--- src/rtl/bgc_pkg.sv ---
// Shared types for the bus acquisition controller.
// Assumes: mode bit 0 means "bus owned", mode bit 1 means "processor running".
package bgc_pkg;

    typedef enum logic [1:0] {
        MODE_HALT     = 2'd0,
        MODE_HALT_OWN = 2'd1,
        MODE_RUN      = 2'd2,
        MODE_RUN_OWN  = 2'd3
    } bus_mode_t;

    typedef enum logic [2:0] {
        OP_RESET   = 3'd0,
        OP_REQUEST = 3'd1,
        OP_RELEASE = 3'd2,
        OP_RUN     = 3'd3,
        OP_RESTART = 3'd4,
        OP_MCYCLE  = 3'd5
    } bus_op_t;

    typedef struct packed {
        logic busreq_n;
        logic cpu_rst_n;
        logic addr_en;
    } pin_set_t;

    // Settled pin levels for a mode when no wait is in progress.
    function automatic pin_set_t idle_pins(bus_mode_t m);
        pin_set_t p;
        p.busreq_n  = ~m[0];
        p.cpu_rst_n = m[1] | m[0];
        p.addr_en   = m[0];
        return p;
    endfunction

endpackage

--- src/rtl/bgc_sync.sv ---
// Multi-stage synchronizer for an active-low asynchronous input.
// Assumes: STAGES >= 1; resets to the idle (high) level.
module bgc_sync #(
    parameter int STAGES = 2
) (
    input  logic clk,
    input  logic rst_n,
    input  logic din_n,
    output logic dout_n
);
    logic [STAGES-1:0] chain;

    // Shift the input through the stage chain.
    always_ff @(posedge clk) begin
        if (!rst_n) begin
            chain <= '1;
        end else begin
            chain[0] <= din_n;
            for (int i = 1; i < STAGES; i++) begin
                chain[i] <= chain[i-1];
            end
        end
    end

    assign dout_n = chain[STAGES-1];
endmodule

--- src/rtl/bgc_tick_gen.sv ---
// Prescaler: emits one tick every DIV clocks, restartable so that a wait
// window always starts on a fresh prescaler period.
// Assumes: DIV >= 1.
module bgc_tick_gen #(
    parameter int DIV = 1600000
) (
    input  logic clk,
    input  logic rst_n,
    input  logic restart,
    output logic tick
);
    localparam int CW = (DIV > 1) ? $clog2(DIV) : 1;
    localparam logic [CW-1:0] LAST = CW'(DIV - 1);

    logic [CW-1:0] cnt;

    // Count clocks, wrapping at the last value or on restart.
    always_ff @(posedge clk) begin
        if (!rst_n) begin
            cnt <= '0;
        end else if (restart || cnt == LAST) begin
            cnt <= '0;
        end else begin
            cnt <= cnt + CW'(1);
        end
    end

    assign tick = (cnt == LAST);
endmodule

--- src/rtl/bgc_timeout.sv ---
// Tick down-counter bounding the acknowledge wait; sticks at zero.
// Assumes: load has priority over a tick in the same cycle.
module bgc_timeout #(
    parameter int TICKS = 20
) (
    input  logic clk,
    input  logic rst_n,
    input  logic load,
    input  logic tick,
    output logic expired
);
    localparam int TW = $clog2(TICKS + 1);

    logic [TW-1:0] remain;

    // Reload on a new wait, otherwise count ticks down to zero.
    always_ff @(posedge clk) begin
        if (!rst_n) begin
            remain <= '0;
        end else if (load) begin
            remain <= TW'(TICKS);
        end else if (tick && remain != '0) begin
            remain <= remain - TW'(1);
        end
    end

    assign expired = (remain == '0);
endmodule

--- src/rtl/bgc_seq.sv ---
// Command sequencer: owns the mode register and the pin registers, starts
// waits and pulses, and resolves acknowledge against expiry.
// Assumes: ack_seen is already synchronized; commands are single-cycle.
module bgc_seq
    import bgc_pkg::*;
#(
    parameter int PULSE = 2
) (
    input  logic       clk,
    input  logic       rst_n,
    input  logic       cmd_valid,
    input  logic [2:0] cmd_op,
    input  logic       ack_seen,
    input  logic       expired,
    output logic       load_wait,
    output logic       busreq_n,
    output logic       cpu_rst_n,
    output logic       addr_drv_en,
    output logic       busy,
    output logic       done,
    output logic [1:0] mode
);
    localparam int PW = $clog2(PULSE + 1);

    typedef enum logic [1:0] {PH_IDLE, PH_PULSE, PH_WAIT} phase_t;

    phase_t    phase;
    bus_mode_t mode_q;
    bus_mode_t home_q;
    pin_set_t  pins_q;
    logic      done_q;
    logic [PW-1:0] pulse_left;

    bus_op_t op;
    logic    start_req;
    logic    start_cyc;
    logic    pulse_end;

    // Decode the command and the events that open a bounded wait.
    always_comb begin
        op        = bus_op_t'(cmd_op);
        start_req = (phase == PH_IDLE) && cmd_valid && (op == OP_REQUEST) && !mode_q[0];
        start_cyc = (phase == PH_IDLE) && cmd_valid && (op == OP_MCYCLE) && (mode_q == MODE_RUN_OWN);
        pulse_end = (phase == PH_PULSE) && (pulse_left == PW'(1));
        load_wait = start_req || pulse_end;
    end

    // Mode, pin and phase update for every command and wait outcome.
    always_ff @(posedge clk) begin
        if (!rst_n) begin
            phase      <= PH_IDLE;
            mode_q     <= MODE_HALT;
            home_q     <= MODE_HALT;
            pins_q     <= idle_pins(MODE_HALT);
            done_q     <= 1'b0;
            pulse_left <= '0;
        end else begin
            done_q <= 1'b0;
            case (phase)
                PH_IDLE: begin
                    if (cmd_valid) begin
                        done_q <= 1'b1;
                        case (op)
                            OP_RESET: begin
                                mode_q <= MODE_HALT;
                                pins_q <= idle_pins(MODE_HALT);
                            end
                            OP_REQUEST: begin
                                if (start_req) begin
                                    home_q           <= mode_q;
                                    pins_q.busreq_n  <= 1'b0;
                                    pins_q.cpu_rst_n <= 1'b1;
                                    phase            <= PH_WAIT;
                                    done_q           <= 1'b0;
                                end
                            end
                            OP_RELEASE: begin
                                if (mode_q[0]) begin
                                    mode_q <= bus_mode_t'({mode_q[1], 1'b0});
                                    pins_q <= idle_pins(bus_mode_t'({mode_q[1], 1'b0}));
                                end
                            end
                            OP_RUN: begin
                                if (!mode_q[1]) begin
                                    mode_q <= bus_mode_t'({1'b1, mode_q[0]});
                                    pins_q <= idle_pins(bus_mode_t'({1'b1, mode_q[0]}));
                                end
                            end
                            OP_MCYCLE: begin
                                if (start_cyc) begin
                                    home_q          <= MODE_RUN;
                                    pins_q.busreq_n <= 1'b1;
                                    pins_q.addr_en  <= 1'b0;
                                    pulse_left      <= PW'(PULSE);
                                    phase           <= PH_PULSE;
                                    done_q          <= 1'b0;
                                end
                            end
                            default: begin
                            end
                        endcase
                    end
                end
                PH_PULSE: begin
                    if (pulse_end) begin
                        pins_q.busreq_n <= 1'b0;
                        phase           <= PH_WAIT;
                    end else begin
                        pulse_left <= pulse_left - PW'(1);
                    end
                end
                PH_WAIT: begin
                    if (ack_seen) begin
                        pins_q.addr_en <= 1'b1;
                        mode_q         <= bus_mode_t'({home_q[1], 1'b1});
                        phase          <= PH_IDLE;
                        done_q         <= 1'b1;
                    end else if (expired) begin
                        pins_q <= idle_pins(home_q);
                        mode_q <= home_q;
                        phase  <= PH_IDLE;
                        done_q <= 1'b1;
                    end
                end
                default: phase <= PH_IDLE;
            endcase
        end
    end

    assign busreq_n    = pins_q.busreq_n;
    assign cpu_rst_n   = pins_q.cpu_rst_n;
    assign addr_drv_en = pins_q.addr_en;
    assign busy        = (phase != PH_IDLE);
    assign done        = done_q;
    assign mode        = mode_q;
endmodule

--- src/rtl/bus_grab_ctrl.sv ---
// Top of the bus acquisition controller: synchronizes the acknowledge,
// derives the slow tick, bounds the wait and runs the command sequencer.
// Assumes: busack_n is asynchronous to clk; TICK_DIV clocks make one tick.
module bus_grab_ctrl #(
    parameter int TICK_DIV      = 1600000,
    parameter int TIMEOUT_TICKS = 20,
    parameter int PULSE_CYCLES  = 2,
    parameter int SYNC_STAGES   = 2
) (
    input  logic       clk,
    input  logic       rst_n,
    input  logic       cmd_valid,
    input  logic [2:0] cmd_op,
    input  logic       busack_n,
    output logic       busreq_n,
    output logic       cpu_rst_n,
    output logic       addr_drv_en,
    output logic       busy,
    output logic       done,
    output logic [1:0] mode,
    output logic       acquired
);
    logic ack_sync_n;
    logic ack_seen;
    logic tick;
    logic expired;
    logic load_wait;

    bgc_sync #(.STAGES(SYNC_STAGES)) u_sync (
        .clk    (clk),
        .rst_n  (rst_n),
        .din_n  (busack_n),
        .dout_n (ack_sync_n)
    );

    assign ack_seen = ~ack_sync_n;

    bgc_tick_gen #(.DIV(TICK_DIV)) u_tick (
        .clk     (clk),
        .rst_n   (rst_n),
        .restart (load_wait),
        .tick    (tick)
    );

    bgc_timeout #(.TICKS(TIMEOUT_TICKS)) u_timeout (
        .clk     (clk),
        .rst_n   (rst_n),
        .load    (load_wait),
        .tick    (tick),
        .expired (expired)
    );

    bgc_seq #(.PULSE(PULSE_CYCLES)) u_seq (
        .clk         (clk),
        .rst_n       (rst_n),
        .cmd_valid   (cmd_valid),
        .cmd_op      (cmd_op),
        .ack_seen    (ack_seen),
        .expired     (expired),
        .load_wait   (load_wait),
        .busreq_n    (busreq_n),
        .cpu_rst_n   (cpu_rst_n),
        .addr_drv_en (addr_drv_en),
        .busy        (busy),
        .done        (done),
        .mode        (mode)
    );

    assign acquired = mode[0];
endmodule

--- config.mk ---
export PLATFORM = sky130hd
export DESIGN_NAME = bus_grab_ctrl
export DESIGN_NICKNAME = d
export VERILOG_FILES = /design/src/rtl/bgc_pkg.sv /design/src/rtl/bgc_sync.sv /design/src/rtl/bgc_tick_gen.sv /design/src/rtl/bgc_timeout.sv /design/src/rtl/bgc_seq.sv /design/src/rtl/bus_grab_ctrl.sv
export SDC_FILE = /design/constraint.sdc
export NUM_CORES = 1
export LEC_CHECK = 0
export BUFFER_PORTS_ARGS = -buffer_cell sky130_fd_sc_hd__clkbuf_2
export CELL_PAD_IN_SITES_DETAIL_PLACEMENT = 1
export CELL_PAD_IN_SITES_GLOBAL_PLACEMENT = 2
export CORE_MARGIN = 1.5
export CORE_UTILIZATION = 27
export DETAILED_ROUTE_END_ITERATION = 12
export GPL_ROUTABILITY_DRIVEN = 0
export PLACE_DENSITY = 0.65
export SYNTH_ARGS = -nofsm -noshare
export SYNTH_HDL_FRONTEND = slang
export SYNTH_HIERARCHICAL = 1
export SYNTH_SLANG_ARGS = --single-unit
--- constraint.sdc ---
create_clock -name clk -period 3.1 [get_ports clk]
set_input_delay 0.155 -clock clk [delete_from_list [all_inputs] [get_ports clk]]
set_output_delay 0.155 -clock clk [all_outputs]
set_load 0.005 [all_outputs]
==> results of run 1 <==
==> per-layer routing <==
metal	GRT usage [%]	vias to the layer above	wire length [um]
met5	0	-	0
met4	3.80	0	33
met3	2.37	2	108
met2	22.8	10	2670
met1	18.4	948	2770
li1	-	985	-
==> worst register-to-register path: cells and delay by family (launching register included) <==
kind,cells,cell delay (ns)
fa+ha+maj,1,0.31
compound gates,1,0.14
flops,1,0.38
simple gates,5,1.83
==> metrics by stage <==
step	cell area (sq um)	cells
2_1_floorplan	2340	266
3_5_place_dp	2480	376
3_3_place_gp	2480	376
5_1_grt	2610	384
4_1_cts	2610	384
6_report	2610	384
==> cells in the final DEF (no fill, tap or decap), types with 3 or more instances in the layout <==
cell type  instances
a21oi_1           12
nand3b_1           5
clkbuf_8           7
nor2_1            28
dfxtp_1           40
mux2i_1            5
nand4_1            5
and3_1             4
ha_1               7
nand2_1           12
clkbuf_2          14
xor2_1             4
xnor2_1           11
buf_4              3
nand2b_1           8
a311oi_1           4
nor4_1             3
nand3_1            8
nor3_1             3
inv_1             18
a31oi_1            3
or3_1              3
nor2b_1            4
o21ai_0           11
==> cell type report <==
| class | count | area, sq um |
|---|---|---|
| inverters | 18 | 67.6 |
| clock inverters | 1 | 30.0 |
| flip-flops and latches | 40 | 801 |
| well taps | 105 | 131 |
| clock buffers | 7 | 96.3 |
| repair buffers | 17 | 92.6 |
| multi-input cells | 196 | 1390 |
| fillers | 995 | 5690 |
==> cells by family after synthesis <==
group / synth area share [%]
AND/OR/NAND/NOR: 29.8
AO/OA/AOI/OAI: 17.8
flip-flops: 34.3
buffers and inverters: 6.21
XOR/XNOR: 5.62
adder cells (fa/ha/maj): 3.75
multiplexers: 2.62
==> worst paths after layout <==
path | start | endpoint | slack (ns)
max | u_tick/cnt[0] | u_timeout/remain[3] | 0.39
min | busack_n | u_sync/chain[0] | 0.05
max reg2reg | u_tick/cnt[0] | u_timeout/remain[3] | 0.39
min reg2reg | u_sync/chain[0] | u_sync/chain[1] | 0.42
==> flip-flops by register name, summed over array words and instances, names as in the netlist <==
signal	count
u_tick/cnt	21
u_timeout/remain	5
u_seq/home_q	2
u_seq/mode	2
u_seq/phase	2
u_seq/pulse_left	2
u_sync/chain	2
u_seq/addr_drv_en	1
u_seq/busreq_n	1
u_seq/cpu_rst_n	1
u_seq/done	1
==> where the power goes <==
part	total (W)	internal, W	switching, W
registers	0.000547	0.000530	0.0000169
logic	0.000172	0.0000712	0.000101
clock network	0.000468	0.000284	0.000184
==> flow_summary.json, run 1 <==
{
  "initial_core_util_pct": 28.2,
  "yosys.area.top_type": "dfxtp_1",
  "antenna_found_initial": 0,
  "ir_drop_mv": 0.162,
  "ant_nets": 0,
  "initialDrtViolationCount": 60,
  "seq_area_frac_synth_pct": 34.3,
  "required_ns": 3.32,
  "crit_arrival_ns": 2.93,
  "core_area_sq_um": 8300,
  "post_cts_buffers": 0,
  "drive_above_1_share_pct": 14.7,
  "post-route-period-util_pct": 87.3,
  "grt_pass1_vias": 2001,
  "rows": 33,
  "viasPerCell": 5.07,
  "crit_family": "simple AND/OR/NAND/NOR gates",
  "slew_viol_final": 0,
  "num_vias": 1945,
  "fin_ws_ns": 0.393,
  "power.density_nw_per_um2": 455,
  "ys_async_sr_fraction_pct": 0,
  "setup_viol": 0,
  "crit_fanout": 5,
  "cts_buffer_depth": 2,
  "finClkSkew_ns": 0.00702,
  "hpwlAfterDp_um": 4080,
  "post_cts_resized": 0,
  "cp_num_buf_inv": 0,
  "slew_headroom_pct": 47.3,
  "leakage_nw": 0.939,
  "ys.warnings.count": 6,
  "drt-pass1-iter-count": 4,
  "crit_chain": "ha_1 -> and4_1 -> nand2_1 -> nor4bb_1 -> or4b_1 -> or3_1 -> a21oi_1",
  "status": "finished clean",
  "clk_latency_ns": 0.29,
  "syn2layout_area_growth_pct": 11.7,
  "portBuffers": 14,
  "fp.dieArea_sq_um": 9220,
  "setup-tns-final_ns": 0,
  "fin_total_pwr_w": 0.00119,
  "synth_area_sq_um": 2340,
  "cpPeakStageDelay_ns": 0.62,
  "synth.area.top_cells": "dfxtp_1 (34%), nor2_1 (4.5%), xnor2_1 (4.1%)",
  "worstSetupPathType": "reg -> reg",
  "cpMaxStageDelayCell": "nor4bb_1",
  "drc": 0,
  "cts.sinks": 40,
  "worst_slew_pin_slew_ns": 0.791,
  "hold_class": "in -> reg",
  "whs_ns": 0.0466,
  "synth.top_cell.area_share_pct": 34.3,
  "holdPathStages": 2,
  "cp_num_cells": 7,
  "clk_transition_reported_paths_ns": 0.08,
  "syn_inst": 266,
  "synth_cell_types": 68,
  "finalHoldViolCount": 0,
  "yosysMostFrequentCell": "dfxtp_1",
  "diodes": 0,
  "cap_violations": 0,
  "fp.dieH_um": 96.0,
  "cts_tree": "done",
  "dp_worst_setup_slack_ns": 0.438,
  "chipWidth_um": 96.0,
  "cts_root_buffer": "clkbuf_8",
  "syn_area_per_cell_sq_um": 8.79,
  "synth_edf_count": 0,
  "cts_hold_buf": 0,
  "grt_use_total_pct": 13.8,
  "fmax_ghz": 0.369,
  "grt_setup_unrepaired": "false",
  "synth_seq_cells": 40,
  "synth_top_flop_cell": "dfxtp_1",
  "grt_pass1_wl_um": 9970,
  "worstSetupStartpointType": "register",
  "r2r_cells": 7,
  "routed_wl_um": 5590,
  "nNetsFinal": 292,
  "htree_levels": 2,
  "cts_made_buffers": 5,
  "wl_per_cell_um": 14.5,
  "syn-num-nets": 280,
  "netlist_top_cells_count": "dfxtp_1 (40), nor2_1 (28), inv_1 (18)",
  "num_io_pins": 15,
  "grt_overflow_total": 0,
  "utilization_pct": 31.4,
  "end_kind": "register",
  "grt_max_degree": 19,
  "period_minus_slack_ns": 2.71
}
No activity file was read; power rests on OpenSTA's default activity.
==> inputs of run 2 (changes only) <==
==> constraint.sdc (replaced) <==
create_clock -name clk -period 3.45 [get_ports clk]
set_input_delay 0.1725 -clock clk [delete_from_list [all_inputs] [get_ports clk]]
set_output_delay 0.1725 -clock clk [all_outputs]
set_load 0.005 [all_outputs]
==> flow_summary.json, run 2 (synthesis gave the netlist of run 1 again) <==
{
  "setup_viol": 0,
  "wl_per_cell_um": 14.5,
  "reg.largest.list": "u_tick/cnt (21), u_timeout/remain (5)",
  "period_minus_slack_ns": 2.60,
  "nNetsFinal": 290,
  "clkPwrFrac_pct": 37.0,
  "portBuffers": 14,
  "hpwlAfterDp_um": 4040,
  "finalHoldViolCount": 0,
  "routed_wl_um": 5530,
  "cts_hold_buf": 0,
  "cts_tree": "done",
  "hp-start": "busack_n",
  "seq_area_sq_um": 801,
  "antenna_found_initial": 0,
  "post_cts_buffers": 0,
  "instances_no_fill": 382,
  "drt-pass1-iter-count": 4,
  "worst_slew_pin_slew_ns": 0.746,
  "multi_input_area_sq_um": 1390,
  "power.density_nw_per_um2": 397,
  "r2r_cells": 7,
  "grt_pass1_vias": 1837,
  "required_ns": 3.68,
  "grt_setup_unrepaired": "false",
  "seqPwrFrac_pct": 48.1,
  "crit_fanout": 5,
  "dp_worst_setup_slack_ns": 0.805,
  "grt_overflow_total": 0,
  "rows": 33,
  "clk_transition_reported_paths_ns": 0.08,
  "fp.dieH_um": 96.0,
  "fin_ws_ns": 0.849,
  "hold_class": "in -> reg",
  "switchingPower_w": 0.000271,
  "grt_pass1_wl_um": 9150,
  "whs_ns": 0.0510,
  "intPower_w": 0.000753,
  "post-route-period-util_pct": 75.4,
  "grt_max_degree": 19,
  "num_vias": 1945,
  "core_area_sq_um": 8300,
  "holdPathStages": 2,
  "fin_total_pwr_w": 0.00102,
  "fmax_ghz": 0.385,
  "cts_buffer_depth": 2,
  "fp.dieArea_sq_um": 9220,
  "cts.sinks": 40,
  "leakage_nw": 0.921,
  "finClkSkew_ns": 0.0135,
  "htree_levels": 2,
  "fillCellCount": 974,
  "worstSetupPathType": "reg -> reg",
  "cts_made_buffers": 5,
  "initial_core_util_pct": 28.2,
  "end_kind": "register",
  "whs_endpoint": "u_sync/chain[0]",
  "slew_viol_final": 0,
  "ff2ff_setup_slack_ns": 0.85,
  "final_cell_mix": "dfxtp_1 (40), nor2_1 (28), inv_1 (18)",
  "diodes": 0,
  "cts_root_buffer": "clkbuf_8",
  "ir_drop_mv": 0.156,
  "viasPerCell": 5.09,
  "clk_latency_ns": 0.29,
  "mostFrequentLayoutCell": "dfxtp_1",
  "setup-tns-final_ns": 0,
  "worstSetupStartpointType": "register",
  "crit_arrival_ns": 2.83,
  "num_io_pins": 15,
  "regMostFlops": "u_tick/cnt",
  "cap_violations": 0,
  "status": "finished clean",
  "ant_nets": 0,
  "rr_endpoint": "u_timeout/remain[3]",
  "drive_above_1_share_pct": 13.7,
  "largest_register_ffs": 21,
  "grt_use_total_pct": 12.8,
  "dp.cells": 374,
  "drc": 0,
  "swShare_pct": 26.4,
  "initialDrtViolationCount": 69,
  "post_cts_resized": 0,
  "slew_headroom_pct": 50.2,
  "syn2layout_area_growth_pct": 10.2,
  "timing.rr.start": "u_tick/cnt[0]",
  "comb_power_share_pct": 14.9,
  "chipWidth_um": 96.0
}
==> run 2: worst max-delay path: stages (launching register included) <==
cell and delay (ns):
dfxtp_1 0.37, ha_1 0.30, and4_1 0.27, nand2_1 0.06
nor4bb_1 0.59, or4b_1 0.50, or3_1 0.31, a21oi_1 0.14
==> run 2: area by class of cell <==
cell class	count	share of cell area, %
Inverter	18	2.62
Tap cell	105	5.10
Clock buffer	6	2.82
Timing Repair Buffer	15	3.01
Multi-Input combinational cell	196	54.0
Sequential cell	40	31.1
Clock inverter	2	1.36
==> run 2: how the worst max path moves through the flow <==
stage	from	to	slack, ns	cells after the start
after detailed placement	u_tick/cnt[0]	u_timeout/remain[3]	0.81	7
after global placement	u_tick/cnt[0]	u_timeout/remain[3]	0.88	7
after floorplan	u_tick/cnt[0]	u_timeout/remain[3]	1.13	7
after global routing	u_tick/cnt[0]	u_timeout/remain[3]	0.66	7
after CTS	u_tick/cnt[0]	u_timeout/remain[3]	0.81	7
final	u_tick/cnt[0]	u_timeout/remain[3]	0.85	7
==> run 2: power by group through the flow <==
stage               Clock [W]  Sequential (W)  Combinational (W)
detailed placement          0        0.000504           0.000155
CTS                  0.000399        0.000493           0.000155
finish               0.000379        0.000492           0.000153
global route         0.000416        0.000494           0.000170
floorplan                   0        0.000497           0.000117
global placement            0        0.000503           0.000153
==> run 2: metal layers <==
metal | vias to the layer above | track usage, % | share of wire, %
li1 | 981 | - | -
met2 | 16 | 20.1 | 45
met3 | 5 | 2.61 | 2.3
met5 | - | 0 | 0
met1 | 943 | 17.5 | 52
met4 | 0 | 4.41 | 1.1
==> run 2: metrics by stage <==
| step | utilization (%) | cell area, sq um |
|---|---|---|
| finish | 31.0 | 2580 |
| global route | 31.0 | 2580 |
| CTS | 31.0 | 2580 |
| detailed placement | 29.7 | 2470 |
| global placement | 29.7 | 2470 |
| floorplan | - | 2340 |
==> inputs of run 3 (changes only) <==
==> constraint.sdc (replaced) <==
create_clock -name clk -period 2.53 [get_ports clk]
set_input_delay 0.1265 -clock clk [delete_from_list [all_inputs] [get_ports clk]]
set_output_delay 0.1265 -clock clk [all_outputs]
set_load 0.005 [all_outputs]
==> flow_summary.json, run 3 (synthesis gave the netlist of run 1 again) <==
{
  "status": "finished clean",
  "grt_pass1_vias": 1996,
  "hpwlAfterDp_um": 4230,
  "drt-pass1-iter-count": 4,
  "leakage_nw": 0.952,
  "end_kind": "register",
  "rows": 33,
  "cpMaxStageDelayCell": "or4b_1",
  "post_dp_cell_area_sq_um": 2530,
  "worst_slew_pin_slew_ns": 0.823,
  "grt_pass1_wl_um": 9870,
  "grt_overflow_total": 0,
  "whs_ns": 0.0227,
  "crit_family": "simple AND/OR/NAND/NOR gates",
  "cts_made_buffers": 5,
  "initialDrtViolationCount": 75,
  "largest_register_ffs": 21,
  "slew_viol_final": 0,
  "diodes": 0,
  "timing.rr.start": "u_tick/cnt[0]",
  "fmax_ghz": 0.431,
  "grt_setup_unrepaired": "false",
  "mostFrequentLayoutCell": "dfxtp_1",
  "multi_input_area_sq_um": 1390,
  "ant_nets": 0,
  "num_vias": 1965,
  "finClkSkew_ns": 0.00729,
  "holdPathStages": 2,
  "portBuffers": 14,
  "r2r_cells": 7,
  "viasPerCell": 5.04,
  "dp_worst_setup_slack_ns": 0.197,
  "regMostFlops": "u_tick/cnt",
  "fp.dieH_um": 96.0,
  "fp.dieArea_sq_um": 9220,
  "worstSetupStartpointType": "register",
  "post_cts_resized": 0,
  "seq_area_sq_um": 801,
  "final_cell_mix": "dfxtp_1 (40), nor2_1 (28), inv_1 (18)",
  "crit_chain": "ha_1 -> and4_1 -> nand2_1 -> nor4bb_1 -> or4b_1 -> or3_1 -> a21oi_1",
  "cts_buffer_depth": 2,
  "period_minus_slack_ns": 2.32,
  "whs_endpoint": "u_sync/chain[0]",
  "cp_num_buf_inv": 0,
  "grt_use_total_pct": 13.8,
  "worstSetupPathType": "reg -> reg",
  "finalHoldViolCount": 0,
  "initial_core_util_pct": 28.2,
  "clk_latency_ns": 0.29,
  "post-route-period-util_pct": 91.8,
  "cts.sinks": 40,
  "power.density_nw_per_um2": 507,
  "slew_headroom_pct": 45.1,
  "antenna_found_initial": 0,
  "htree_levels": 2,
  "cap_violations": 0,
  "fin_ws_ns": 0.207,
  "ff2ff_setup_slack_ns": 0.21,
  "post_cts_buffers": 0,
  "setup-tns-final_ns": 0,
  "routed_wl_um": 5680,
  "required_ns": 2.76,
  "cp_num_cells": 7,
  "core_area_sq_um": 8300,
  "rr_endpoint": "u_timeout/remain[3]",
  "fillCellCount": 985,
  "cts_tree": "done",
  "drc": 0,
  "grt_max_degree": 19,
  "clk_transition_reported_paths_ns": 0.08,
  "fin_area_sq_um": 2620,
  "drive_above_1_share_pct": 15.8,
  "num_io_pins": 15,
  "cts_root_buffer": "clkbuf_8",
  "chipWidth_um": 96.0,
  "ir_drop_mv": 0.190,
  "syn2layout_area_growth_pct": 12.0,
  "cpPeakStageDelay_ns": 0.49,
  "crit_arrival_ns": 2.55,
  "setup_viol": 0,
  "crit_fanout": 3,
  "nNetsFinal": 298,
  "reg.largest.list": "u_tick/cnt (21), u_timeout/remain (5)",
  "hp-start": "busack_n",
  "hold_class": "in -> reg",
  "wl_per_cell_um": 14.6,
  "cts_hold_buf": 0
}
run 3: cell types whose count changed in the layout (fill, tap and decap cells not counted), sizes merged:
cell    change
clkbuf      +2
bufinv      -1
clkinv      -1
buf         +8
run 3: worst max path at each step:
| stage | from | end | slack, ns |
|---|---|---|---|
| after floorplan | u_tick/cnt[0] | u_timeout/remain[3] | 0.21 |
| after global placement | u_tick/cnt[0] | u_timeout/remain[3] | 0.27 |
| after detailed placement | u_tick/cnt[0] | u_timeout/remain[3] | 0.20 |
| after CTS | u_tick/cnt[0] | u_timeout/remain[3] | 0.19 |
| after global routing | u_tick/cnt[19] | u_timeout/remain[3] | 0.05 |
| final | u_tick/cnt[0] | u_timeout/remain[3] | 0.21 |
run 3: layout make-up:
class	instances	share of cell area, %
Multi-Input combinational cell	196	53.1
Inverter	18	2.58
Sequential cell	40	30.6
Clock buffer	8	3.44
Tap cell	105	5.02
Timing Repair Buffer	23	5.26
run 3: per-layer routing:
layer	vias up	track usage [%]	wire length (um)
li1	1001	-	-
met1	950	17.7	2860
met2	9	23.3	2650
met3	5	3.16	115
met4	0	3.31	46
met5	-	0	0
run 3: metrics by stage:
stage          total power (W)  std cells  utilization [%]
6_report               0.00133        390             31.6
5_1_grt                0.00141        390             31.6
3_3_place_gp          0.000908        382             30.5
2_1_floorplan         0.000838        266                -
4_1_cts                0.00136        390             31.6
3_5_place_dp          0.000909        382             30.5
run 3: power by group:
part	internal, W	leakage, nW	total, W	switching (W)
logic	0.0000932	0.582	0.000222	0.000128
clock network	0.000223	0.0455	0.000437	0.000214
registers	0.000650	0.324	0.000670	0.0000200
total	0.000966	0.952	0.00133	0.000362
